File: src/rtl/colgen_pkg.sv
package colgen_pkg;
  localparam int unsigned LEN_W = 3;

  typedef enum logic [LEN_W-1:0] {
    BLEN_1    = 3'd0,
    BLEN_2    = 3'd1,
    BLEN_4    = 3'd2,
    BLEN_8    = 3'd3,
    BLEN_PAGE = 3'd7
  } blen_e;
endpackage

File: src/rtl/colgen_len_decode.sv
module colgen_len_decode
  import colgen_pkg::*;
#(
  parameter int unsigned COL_W = 8
) (
  input  logic [LEN_W-1:0] len_code,
  input  logic             is_write,
  input  logic             single_write,
  output logic [COL_W-1:0] wrap_mask,
  output logic             page_mode
);
  logic force_one;
  logic page_sel;
  logic pow_ok;

  assign force_one = is_write & single_write;
  assign page_sel  = (len_code == BLEN_PAGE);
  assign pow_ok    = (len_code <= BLEN_8);
  assign page_mode = page_sel & ~force_one;

  // One mask bit per column bit: set when the bit lies inside the burst window.
  for (genvar b = 0; b < COL_W; b++) begin : g_mask
    assign wrap_mask[b] = ~force_one &
                          (page_sel | (pow_ok & (int'(len_code) > b)));
  end
endmodule

File: src/rtl/colgen_beat_ctr.sv
module colgen_beat_ctr #(
  parameter int unsigned COL_W = 8
) (
  input  logic             clk,
  input  logic             rst_n,
  input  logic             load,
  input  logic             halt,
  input  logic [COL_W-1:0] load_base,
  input  logic [COL_W-1:0] load_mask,
  input  logic             load_page,
  input  logic             load_ilv,
  output logic             run,
  output logic [COL_W-1:0] beat,
  output logic [COL_W-1:0] base,
  output logic [COL_W-1:0] mask,
  output logic             page,
  output logic             ilv,
  output logic             final_beat
);
  assign final_beat = run & ~page & (beat == mask);

  always_ff @(posedge clk) begin
    if (!rst_n) begin
      run  <= 1'b0;
      beat <= '0;
      base <= '0;
      mask <= '0;
      page <= 1'b0;
      ilv  <= 1'b0;
    end else if (load) begin
      run  <= 1'b1;
      beat <= '0;
      base <= load_base;
      mask <= load_mask;
      page <= load_page;
      ilv  <= load_ilv & ~load_page;
    end else if (halt) begin
      run <= 1'b0;
    end else if (run) begin
      if (final_beat) run <= 1'b0;
      else            beat <= beat + 1'b1;
    end
  end
endmodule

File: src/rtl/colgen_addr_map.sv
module colgen_addr_map #(
  parameter int unsigned COL_W = 8
) (
  input  logic [COL_W-1:0] base,
  input  logic [COL_W-1:0] beat,
  input  logic [COL_W-1:0] mask,
  input  logic             ilv,
  output logic [COL_W-1:0] col
);
  logic [COL_W-1:0] seq_sum;
  logic [COL_W-1:0] seq_col;
  logic [COL_W-1:0] ilv_col;

  assign seq_sum = base + beat;
  assign ilv_col = base ^ beat;

  for (genvar b = 0; b < COL_W; b++) begin : g_bit
    assign seq_col[b] = mask[b] ? seq_sum[b] : base[b];
  end

  assign col = ilv ? ilv_col : seq_col;
endmodule

File: src/rtl/sdram_burst_colgen.sv
module sdram_burst_colgen
  import colgen_pkg::*;
#(
  parameter int unsigned COL_W = 8
) (
  input  logic             clk,
  input  logic             rst_n,
  input  logic             cmd_start,
  input  logic             cmd_write,
  input  logic [COL_W-1:0] start_col,
  input  logic [LEN_W-1:0] len_code,
  input  logic             order_ilv,
  input  logic             single_write,
  input  logic             burst_stop,
  output logic [COL_W-1:0] col_addr,
  output logic             col_valid,
  output logic             col_last
);
  logic [COL_W-1:0] dec_mask;
  logic             dec_page;
  logic             run_q;
  logic [COL_W-1:0] beat_q;
  logic [COL_W-1:0] base_q;
  logic [COL_W-1:0] run_mask;
  logic             run_full;
  logic             ilv_q;
  logic             fin;
  logic [COL_W-1:0] mapped;

  colgen_len_decode #(.COL_W(COL_W)) u_dec (
    .len_code     (len_code),
    .is_write     (cmd_write),
    .single_write (single_write),
    .wrap_mask    (dec_mask),
    .page_mode    (dec_page)
  );

  colgen_beat_ctr #(.COL_W(COL_W)) u_ctr (
    .clk        (clk),
    .rst_n      (rst_n),
    .load       (cmd_start),
    .halt       (burst_stop),
    .load_base  (start_col),
    .load_mask  (dec_mask),
    .load_page  (dec_page),
    .load_ilv   (order_ilv),
    .run        (run_q),
    .beat       (beat_q),
    .base       (base_q),
    .mask       (run_mask),
    .page       (run_full),
    .ilv        (ilv_q),
    .final_beat (fin)
  );

  colgen_addr_map #(.COL_W(COL_W)) u_map (
    .base (base_q),
    .beat (beat_q),
    .mask (run_mask),
    .ilv  (ilv_q),
    .col  (mapped)
  );

  assign col_valid = run_q;
  assign col_last  = fin;
  assign col_addr  = run_q ? mapped : '0;
endmodule

File: config.mk
export PLATFORM = sky130hd
export DESIGN_NAME = sdram_burst_colgen
export DESIGN_NICKNAME = d
export VERILOG_FILES = /design/src/rtl/colgen_pkg.sv /design/src/rtl/colgen_len_decode.sv /design/src/rtl/colgen_beat_ctr.sv /design/src/rtl/colgen_addr_map.sv /design/src/rtl/sdram_burst_colgen.sv
export SDC_FILE = /design/constraint.sdc
export NUM_CORES = 1
export LEC_CHECK = 0
export BUFFER_PORTS_ARGS = -buffer_cell sky130_fd_sc_hd__buf_2
export CAP_MARGIN = 20
export CORE_MARGIN = 2
export CORE_UTILIZATION = 50
export DETAILED_ROUTE_END_ITERATION = 12
export GPL_TIMING_DRIVEN = 0
export HOLD_SLACK_MARGIN = 0.15
export PLACE_DENSITY = 0.8
export REMOVE_ABC_BUFFERS = 1
export SYNTH_ARGS = -nofsm -noshare
export SYNTH_HDL_FRONTEND = slang
export SYNTH_SLANG_ARGS = --single-unit
File: constraint.sdc
create_clock -name clk -period 2.25 [get_ports clk]
set_input_delay 0.1125 -clock clk [delete_from_list [all_inputs] [get_ports clk]]
set_output_delay 0.1125 -clock clk [all_outputs]
set_load 0.005 [all_outputs]
==> flow_metrics.tcl, run 1 <==
set metrics [dict create \
    cp.arrival_ps 2210 \
    core-area_um2 3103 \
    cts_buffers 3 \
    ir_drop_mv 0.4432 \
    synth_top_area_cell "dfxtp_1" \
    cp_slowest_cell "dfxtp_4" \
    clockRootBuffer "clkbuf_4" \
    vias_per_cell 5.486 \
    ios 28 \
    grt_max_degree 17 \
    dp_hpwl_mm 2.527 \
    first_global_vias 1467 \
    synthesis.area_um2 1648 \
    synth_area_leaders "dfxtp_1, mux2i_1, ha_1" \
    rsz0062_at_grt "yes" \
    cpPeakStageDelay_ps 380 \
    p_clk_share_pct 24.9 \
    muxShareOfSynthArea_pct 7.365 \
    p_per_area_nw_per_um2 390.5 \
    yosys_warnings 0 \
    drt_iter0_drc 46 \
    switching_share_pct 28.49 \
    syn2layout_area_growth_pct 33.03 \
    slew_headroom_pct 67.96 \
    p_leak_nw 0.9512 \
    antenna_found_initial 0 \
    worstHoldStart "len_code[2]" \
    finalCriticalPeriod_ps 2325 \
    drtAntennaViolNets 0 \
    initial_core_util_pct 53.10 \
    multi_input_comb_area_um2 1177 \
    power_switching_w 0.0002439 \
    numPortBuffers 27 \
    crit_top_cell "a21oi_2" \
    p_comb_share_pct 19.3 \
    gp_congestion 0.8296 \
    crit_path_end_kind "output pin" \
    synthArstFlopShare_pct 0 \
    final_cell_mix "buf_2, dlygate4sd3_1, nand2_1" \
    status "complete, but fails checks" \
    drive_gt1_share_pct 26.45 \
    syn-mean-instance-area_um2 8.627 \
    start_kind "register" \
    synth-simple-area-share_pct 23.46 \
    violations "setup timing" \
    required_ps 2140 \
    fin_cells 286 \
    seq_area_frac_synth_pct 30.37 \
    ys_seq_elements 25 \
    remaining_drc_errors 0 \
    ff_latch_area_um2 523.0 \
    reg2reg_depth 5 \
    num-nets-final 270 \
    clock-sinks 25 \
    routed_wl_mm 4.060 \
    critical_path.top_delay_family "compound AO/OA/AOI/OAI gates" \
    synth_cell_types 45 \
    grt_overflow 0 \
    finalPower_w 0.0008560 \
    reg2reg_slack_ps 540 \
    antenna_cells 0 \
    cts.path.max_buffers 2 \
    clock_skew_ps 4.489 \
    synth_compound_area_share_pct 22.32 \
    setup_viol 4 \
    clock_latency_ps 340 \
    h-tree-depth 1 \
    first_pass_iters 5 \
    final-max-slew-violation-count 0 \
    synthXorXnorAreaFrac_pct 5.847 \
    fill_cells 235 \
    synth_top_area_share_pct 30.37 \
    finalCritPeriodShare_pct 103.3 \
    crit_type "reg2out" \
    syn_inst 191 \
    synth_adder_area_share_pct 7.289 \
    crit_chain "ha_4 -> fa_2 -> a21o_1 -> a21oi_2 -> o21ai_1 -> mux2_2 -> a21oi_2 -> buf_2" \
    avgRoutedWirePerCell_um 14.20 \
    r2r_start "u_ctr.run$_SDFF_PN0_" \
    grt_usage_pct 24.18 \
    final_common_cell "buf_2" \
    worstPathMaxFanout 3 \
    crit_start "u_ctr.beat[0]$_SDFFE_PP0P_" \
    synth_edf_count 0 \
    dp_cells 257 \
    reg2reg_to "u_ctr.beat[5]$_SDFFE_PP0P_" \
    hold_end "u_ctr.mask[1]$_SDFFE_PN0P_" \
    grt_pass1_wl_mm 6.686 \
    rows 20 \
    hold_path_class "in2reg" \
    tightest_slew_ps 479.9 \
    synth_ff_type "dfxtp_1" \
    whs_path_depth 4 \
    p_int_w 0.0006121 \
    setup_ws_ps -75.32 \
    seqPwrFrac_pct 55.8 \
    num_vias 1569 \
    die_h_um 61.41 \
    hold_viol_final 0 \
    cts_tree "yes" \
    worst-path-buf-inv 1 \
    dieArea_um2 3771 \
    die_x_um 61.41 \
    synth_top_family_by_area "simple AND/OR/NAND/NOR gates" \
    clkTransAtPathRegs_ps 140 \
    max_freq_mhz 430.0 \
    drv_cap 0 \
]
## worst max path at each step
stage | depth (start not counted) | slack (ps) | end
2_1_floorplan | 7 | 270 | col_addr[6]
3_3_place_gp | 8 | -1 | col_addr[6]
3_5_place_dp | 8 | -10 | col_addr[6]
4_1_cts | 8 | -9 | col_addr[6]
5_1_grt | 8 | -150 | col_addr[6]
6_report | 8 | -80 | col_addr[6]
## cells in the mapped netlist (all sizes together) (2+ instances only)
cell,instances
o21bai,2
nor2b,13
a21boi,8
a211oi,3
a31oi,2
o2111ai,2
xor2,5
a22oi,3
mux2i,11
nand2,19
o22ai,2
nand4,3
a21oi,8
nand3b,2
clkbuf,3
nand3,5
dfxtp,25
and2,2
inv,9
and3,2
o211ai,3
buf,2
or3,2
ha,8
o21ai,8
a21o,8
xnor2,6
nand2b,3
nor2,12
## layout make-up
type                            instances  area share [%]
Clock inverter                          1          0.2283
Clock buffer                            3           1.027
Sequential cell                        25           23.86
Timing Repair Buffer                   52           17.12
Multi-Input combinational cell        152           53.71
Tap cell                               44           2.511
Inverter                                9           1.541
## registers in the layout (all words and copies together) (netlist names)
name and cells:
u_ctr.base 8, u_ctr.beat 8, u_ctr.mask 7, u_ctr.ilv 1, u_ctr.run 1
## timing repair
action / in CTS / in global routing
hold buffers: 21 / 0
gates cloned: 0 / 0
pin swaps: 6 / 1
endpoints found under the hold margin: 12 / 0
setup endpoints to repair: 4 / 4
gates resized for setup: 23 / 5
buffers inserted: 4 / 0
## cell families after synthesis
logic type | after synthesis
AOI/OAI and AO/OA | 52
xor gates and xnor gates | 11
adders and majority gates | 9
buffers and inverters | 14
DFF | 25
muxes | 12
and+or+nand+nor | 68
## tightest hold or removal path: cells and delay by family
family                 cells  cell delay, ps
AOI/OAI and AO/OA          2             180
buffers and inverters      1             100
and+or+nand+nor            1              80
## per-stage QoR
step / setup WS [ps] / hold slack (ps) / utilization [%] / TNS, ps / area, µm²
after floorplan: 266.4 / 240.7 / - / 0 / 1627
after global placement: -1.277 / 366.0 / 58.55 / -1.277 / 1817
after detailed placement: -9.968 / 377.5 / 58.55 / -9.968 / 1817
after CTS: -9.175 / 161.2 / 70.20 / -9.175 / 2178
after global routing: -149.2 / 213.1 / 70.65 / -499.7 / 2192
final: -75.32 / 170.9 / 70.65 / -208.2 / 2192
## power by group through the flow
stage | sequential [W] | clock, W | combinational [W]
final | 0.000478 | 0.000213 | 0.000165
after global routing | 0.000480 | 0.000230 | 0.000184
after CTS | 0.000479 | 0.000214 | 0.000161
after detailed placement | 0.000489 | 0 | 0.000127
after global placement | 0.000489 | 0 | 0.000124
after floorplan | 0.000482 | 0 | 0.0000838
## per-layer routing
layer	up-vias	share of wire [%]	wire (µm)	global-route usage (%)
li1	785	-	-	-
met1	733	46	1869	29.81
met2	43	48	1940	39.51
met3	8	3.6	146	5.462
met4	0	2.6	104	12.46
met5	-	0	0	0
Power figures use the tool's default switching activity.
==> run 2, diff against run 1 <==
- CTS_BUF_LIST: default -> sky130_fd_sc_hd__clkbuf_2
==> flow_metrics.tcl, run 2 (synthesis results as in run 1) <==
set metrics [dict create \
    antenna_found_initial 0 \
    switching_share_pct 29.57 \
    die_x_um 61.41 \
    rows 20 \
    clock_skew_ps 8.376 \
    numPortBuffers 27 \
    drtAntennaViolNets 0 \
    grt_max_degree 17 \
    drive_gt1_share_pct 31.50 \
    cts_buffers 3 \
    cts_tree "yes" \
    p_clk_share_pct 21.7 \
    p_int_w 0.0005899 \
    fill_cells 210 \
    ff_latch_area_um2 538.0 \
    slew_headroom_pct 65.58 \
    seqPwrFrac_pct 56.7 \
    clock_latency_ps 370 \
    finalCritPeriodShare_pct 107.2 \
    worstPathMaxFanout 4 \
    ios 28 \
    crit_type "reg2out" \
    ir_drop_mv 0.3530 \
    syn2layout_area_growth_pct 41.08 \
    reg2reg_depth 5 \
    hold_viol_final 0 \
    core-area_um2 3103 \
    initial_core_util_pct 53.10 \
    hold_path_class "in2reg" \
    crit_path_end_kind "output pin" \
    clkTransAtPathRegs_ps 240 \
    routed_wl_mm 4.603 \
    status "complete, but fails checks" \
    p_comb_share_pct 21.6 \
    clockRootBuffer "clkbuf_2" \
    first_global_vias 1682 \
    grt_overflow 0 \
    dieArea_um2 3771 \
    rsz0062_at_grt "yes" \
    clock-sinks 25 \
    setup_viol 4 \
    final_cell_mix "buf_2, dlygate4sd3_1, nand2_1" \
    final-max-slew-violation-count 0 \
    multi_input_comb_area_um2 1199 \
    p_leak_nw 1.020 \
    violations "setup timing" \
    gp_congestion 0.8296 \
    die_h_um 61.41 \
    num_vias 1651 \
    start_kind "register" \
    whs_path_depth 5 \
    p_per_area_nw_per_um2 360.3 \
    finalCriticalPeriod_ps 2412 \
    avgRoutedWirePerCell_um 15.45 \
    cts.path.max_buffers 2 \
    cp.arrival_ps 2300 \
    antenna_cells 0 \
    remaining_drc_errors 0 \
    num-nets-final 282 \
    max_freq_mhz 414.6 \
    setup_ws_ps -161.8 \
    grt_pass1_wl_mm 7.741 \
    place_area_um2 1817 \
    h-tree-depth 1 \
    drt_iter0_drc 123 \
    vias_per_cell 5.540 \
    holdWs_ps 197.9 \
    tightest_slew_ps 515.6 \
    required_ps 2140 \
    grt_usage_pct 27.87 \
    drv_cap 0 \
    reg.largest.list "u_ctr.base: 8 flops, u_ctr.beat: 8 flops, u_ctr.mask: 7 flops" \
    power_switching_w 0.0002476 \
    dp_hpwl_mm 2.527 \
    finalInstanceArea_um2 2325 \
    first_pass_iters 4 \
    final_common_cell "buf_2" \
]
-- run 2: worst max-delay path: stages, from the launching register on --
cell and delay [ps]:
dfxtp_4 410, ha_4 300, o21ai_2 60, o21bai_1 200, a21oi_1 130, or4b_1 490, a31oi_1 180, buf_2 150
-- run 2: per-layer routing --
layer | global-route usage [%] | vias to the layer above | wire length (µm)
li1 | - | 810 | -
met1 | 35.53 | 772 | 2039
met2 | 46.20 | 52 | 2232
met3 | 6.513 | 17 | 227
met4 | 10.03 | 0 | 102
met5 | 0 | - | 0
-- run 2: area by class of cell --
cell class,count,area share [%]
inverters,9,1.453
well taps,44,2.368
flip-flops and latches,25,23.14
clock inverters,1,0.2153
clock buffers,3,0.6459
repair buffers,64,20.61
multi-input cells,152,51.56
-- run 2: power by group through the flow --
stage | logic, W | registers [W] | clock network, W
after floorplan | 0.0000838 | 0.000482 | 0
after global placement | 0.000124 | 0.000489 | 0
after detailed placement | 0.000127 | 0.000489 | 0
after CTS | 0.000172 | 0.000474 | 0.000190
after global routing | 0.000200 | 0.000477 | 0.000208
final | 0.000181 | 0.000475 | 0.000182
-- run 2: final timing paths --
| kind | slack, ps | startpoint | endpoint |
|---|---|---|---|
| worst max register to register | 480 | u_ctr.run$_SDFF_PN0_ | u_ctr.beat[1]$_SDFFE_PP0P_ |
| worst min-delay path | 200 | len_code[0] | u_ctr.mask[0]$_SDFFE_PN0P_ |
| worst min register to register | 590 | u_ctr.mask[6]$_SDFFE_PN0P_ | u_ctr.mask[6]$_SDFFE_PN0P_ |
| worst max-delay path | -160 | u_ctr.base[3]$_SDFFE_PN0P_ | col_addr[5] |
-- run 2: metrics by stage --
step / setup TNS, ps / worst slack, ps / instances / utilization (%) / total power, W
after floorplan: 0 / 266.4 / 186 / - / 0.0005660
after CTS: -166.2 / -79.54 / 298 / 74.44 / 0.0008360
after global routing: -910.1 / -258.6 / 298 / 74.92 / 0.0008849
after global placement: -1.277 / -1.277 / 257 / 58.55 / 0.0006123
after detailed placement: -9.968 / -9.968 / 257 / 58.55 / 0.0006156
final: -511.7 / -161.8 / 298 / 74.92 / 0.0008375
-- run 2: timing repair --
| action | in CTS | in global routing |
|---|---|---|
| hold endpoints to repair | 13 | 0 |
| gates resized for setup | 36 | 6 |
| setup endpoints to repair | 4 | 5 |
| pin swaps | 11 | 5 |
| buffers inserted | 12 | 0 |
| hold buffers | 25 | 0 |
==> run 3, diff against run 2 <==
- CORE_UTILIZATION: 50 -> 35
- PLACE_DENSITY: 0.8 -> 0.62
- SETUP_SLACK_MARGIN: default -> 0.2
==> flow_metrics.tcl, run 3 (synthesis results as in run 1) <==
set metrics [dict create \
    critical_path.top_delay_family "adder cells" \
    p_comb_share_pct 21.5 \
    crit_top_cell "a21oi_2" \
    finalCriticalPeriod_ps 2356 \
    remaining_drc_errors 0 \
    grt_overflow 0 \
    cts_tree "yes" \
    num_vias 1567 \
    first_global_vias 1522 \
    hold_path_class "in2reg" \
    status "complete, but fails checks" \
    seqPwrFrac_pct 55.6 \
    switching_share_pct 29.49 \
    routed_wl_mm 4.172 \
    drt_iter0_drc 60 \
    drtAntennaViolNets 0 \
    slew_headroom_pct 67.29 \
    grt_pass1_wl_mm 6.989 \
    fill_cells 411 \
    grt_max_degree 17 \
    drv_cap 0 \
    required_ps 2140 \
    gp_congestion 0.7529 \
    p_leak_nw 1.033 \
    worstPathMaxFanout 3 \
    ir_drop_mv 0.2303 \
    setup_ws_ps -106.1 \
    antenna_cells 0 \
    cts.path.max_buffers 2 \
    finalPower_w 0.0008570 \
    final_cell_mix "dlygate4sd3_1, buf_2, nand2_1" \
    holdWs_ps 170.2 \
    h-tree-depth 1 \
    initial_core_util_pct 37.08 \
    hold_viol_final 0 \
    place_area_um2 1827 \
    dieArea_um2 5273 \
    rows 24 \
    vias_per_cell 5.071 \
    cts_buffers 3 \
    p_clk_share_pct 22.9 \
    num-nets-final 285 \
    cpPeakStageDelay_ps 410 \
    final-max-slew-violation-count 0 \
    reg.largest.list "u_ctr.base: 8 flops, u_ctr.beat: 8 flops, u_ctr.mask: 7 flops" \
    numPortBuffers 27 \
    antenna_found_initial 0 \
    max_freq_mhz 424.4 \
    final_util_pct 53.41 \
    cp.arrival_ps 2240 \
    tightest_slew_ps 490.0 \
    start_kind "register" \
    finalCritPeriodShare_pct 104.7 \
    cp_slowest_cell "dfxtp_4" \
    ios 28 \
    p_int_w 0.0006043 \
    avgRoutedWirePerCell_um 13.50 \
    crit_type "reg2out" \
    violations "setup timing" \
    clockRootBuffer "clkbuf_2" \
    drive_gt1_share_pct 30.74 \
    die_x_um 72.62 \
    crit_path_end_kind "output pin" \
    p_per_area_nw_per_um2 361.1 \
    crit_chain "ha_4 -> fa_2 -> a21o_1 -> a21oi_2 -> o21ai_2 -> mux2_2 -> a21oi_2 -> buf_2" \
    place_ws_ps -47.31 \
    syn2layout_area_growth_pct 44.04 \
    first_pass_iters 4 \
    grt_usage_pct 16.76 \
    clkTransAtPathRegs_ps 260 \
    die_h_um 72.62 \
    power_switching_w 0.0002527 \
    rsz0062_at_grt "yes" \
    clock-sinks 25 \
    clock_skew_ps 12.18 \
    setup_viol 4 \
    core-area_um2 4444 \
    worst-path-buf-inv 1 \
    dp_hpwl_mm 2.734 \
    finalInstanceArea_um2 2374 \
    clock_latency_ps 370 \
]
## run 3: cell types whose count changed in the layout (fill, tap and decap cells not counted), moves of 2 or more
cell / change
a21boi_0: -2
dfxtp_4: -2
a21boi_1: +2
dlygate4sd3_1: +2
## run 3: worst paths after layout
path	from	end	slack, ps	cells past startpoint
min	len_code[2]	u_ctr.mask[0]$_SDFFE_PN0P_	170	4
max	u_ctr.beat[0]$_SDFFE_PP0P_	col_addr[6]	-110	8
min reg2reg	u_ctr.beat[6]$_SDFFE_PP0P_	u_ctr.beat[6]$_SDFFE_PP0P_	540	2
max reg2reg	u_ctr.beat[0]$_SDFFE_PP0P_	u_ctr.beat[7]$_SDFFE_PP0P_	660	6
## run 3: cell type report
| type | count | area [µm²] | share of cell area [%] |
|---|---|---|---|
| sequential | 25 | 531.8 | 22.40 |
| inverter | 9 | 33.78 | 1.423 |
| tap | 52 | 65.06 | 2.741 |
| timing repair buffer | 67 | 506.7 | 21.35 |
| multi-input combinational | 152 | 1216 | 51.24 |
| clock buffer | 4 | 20.02 | 0.8434 |
## run 3: timing repair
action                                 in CTS  in global routing
resized for setup                          34                  8
setup buffers                              10                  3
pin swaps                                  17                  9
setup endpoints to repair                   7                  8
endpoints found under the hold margin      13                  0
hold buffers                               27                  0
## run 3: metrics by stage
step | cells | TNS [ps]
global route | 309 | -755.2
CTS | 306 | -365.1
finish | 309 | -324.8
detailed placement | 265 | -47.31
floorplan | 186 | 0
global placement | 265 | -32.74
## run 3: per-layer routing
| metal | GRT usage [%] | routed length, µm |
|---|---|---|
| met5 | 0 | 0 |
| met4 | 4.321 | 42 |
| met3 | 2.348 | 106 |
| met2 | 28.69 | 1976 |
| met1 | 22.12 | 2046 |
## run 3: power by group through the flow
stage / clock [W] / combinational [W] / sequential (W)
6_report: 0.000196 / 0.000184 / 0.000476
5_1_grt: 0.000210 / 0.000204 / 0.000480
4_1_cts: 0.000193 / 0.000177 / 0.000477
3_5_place_dp: 0 / 0.000128 / 0.000490
3_3_place_gp: 0 / 0.000126 / 0.000489
2_1_floorplan: 0 / 0.0000838 / 0.000482
## run 3: worst min-delay path, delay by kind of cell
kind	cells	cell delay [ps]
buf+inv	1	100
compound gates	2	280
simple gates	1	50
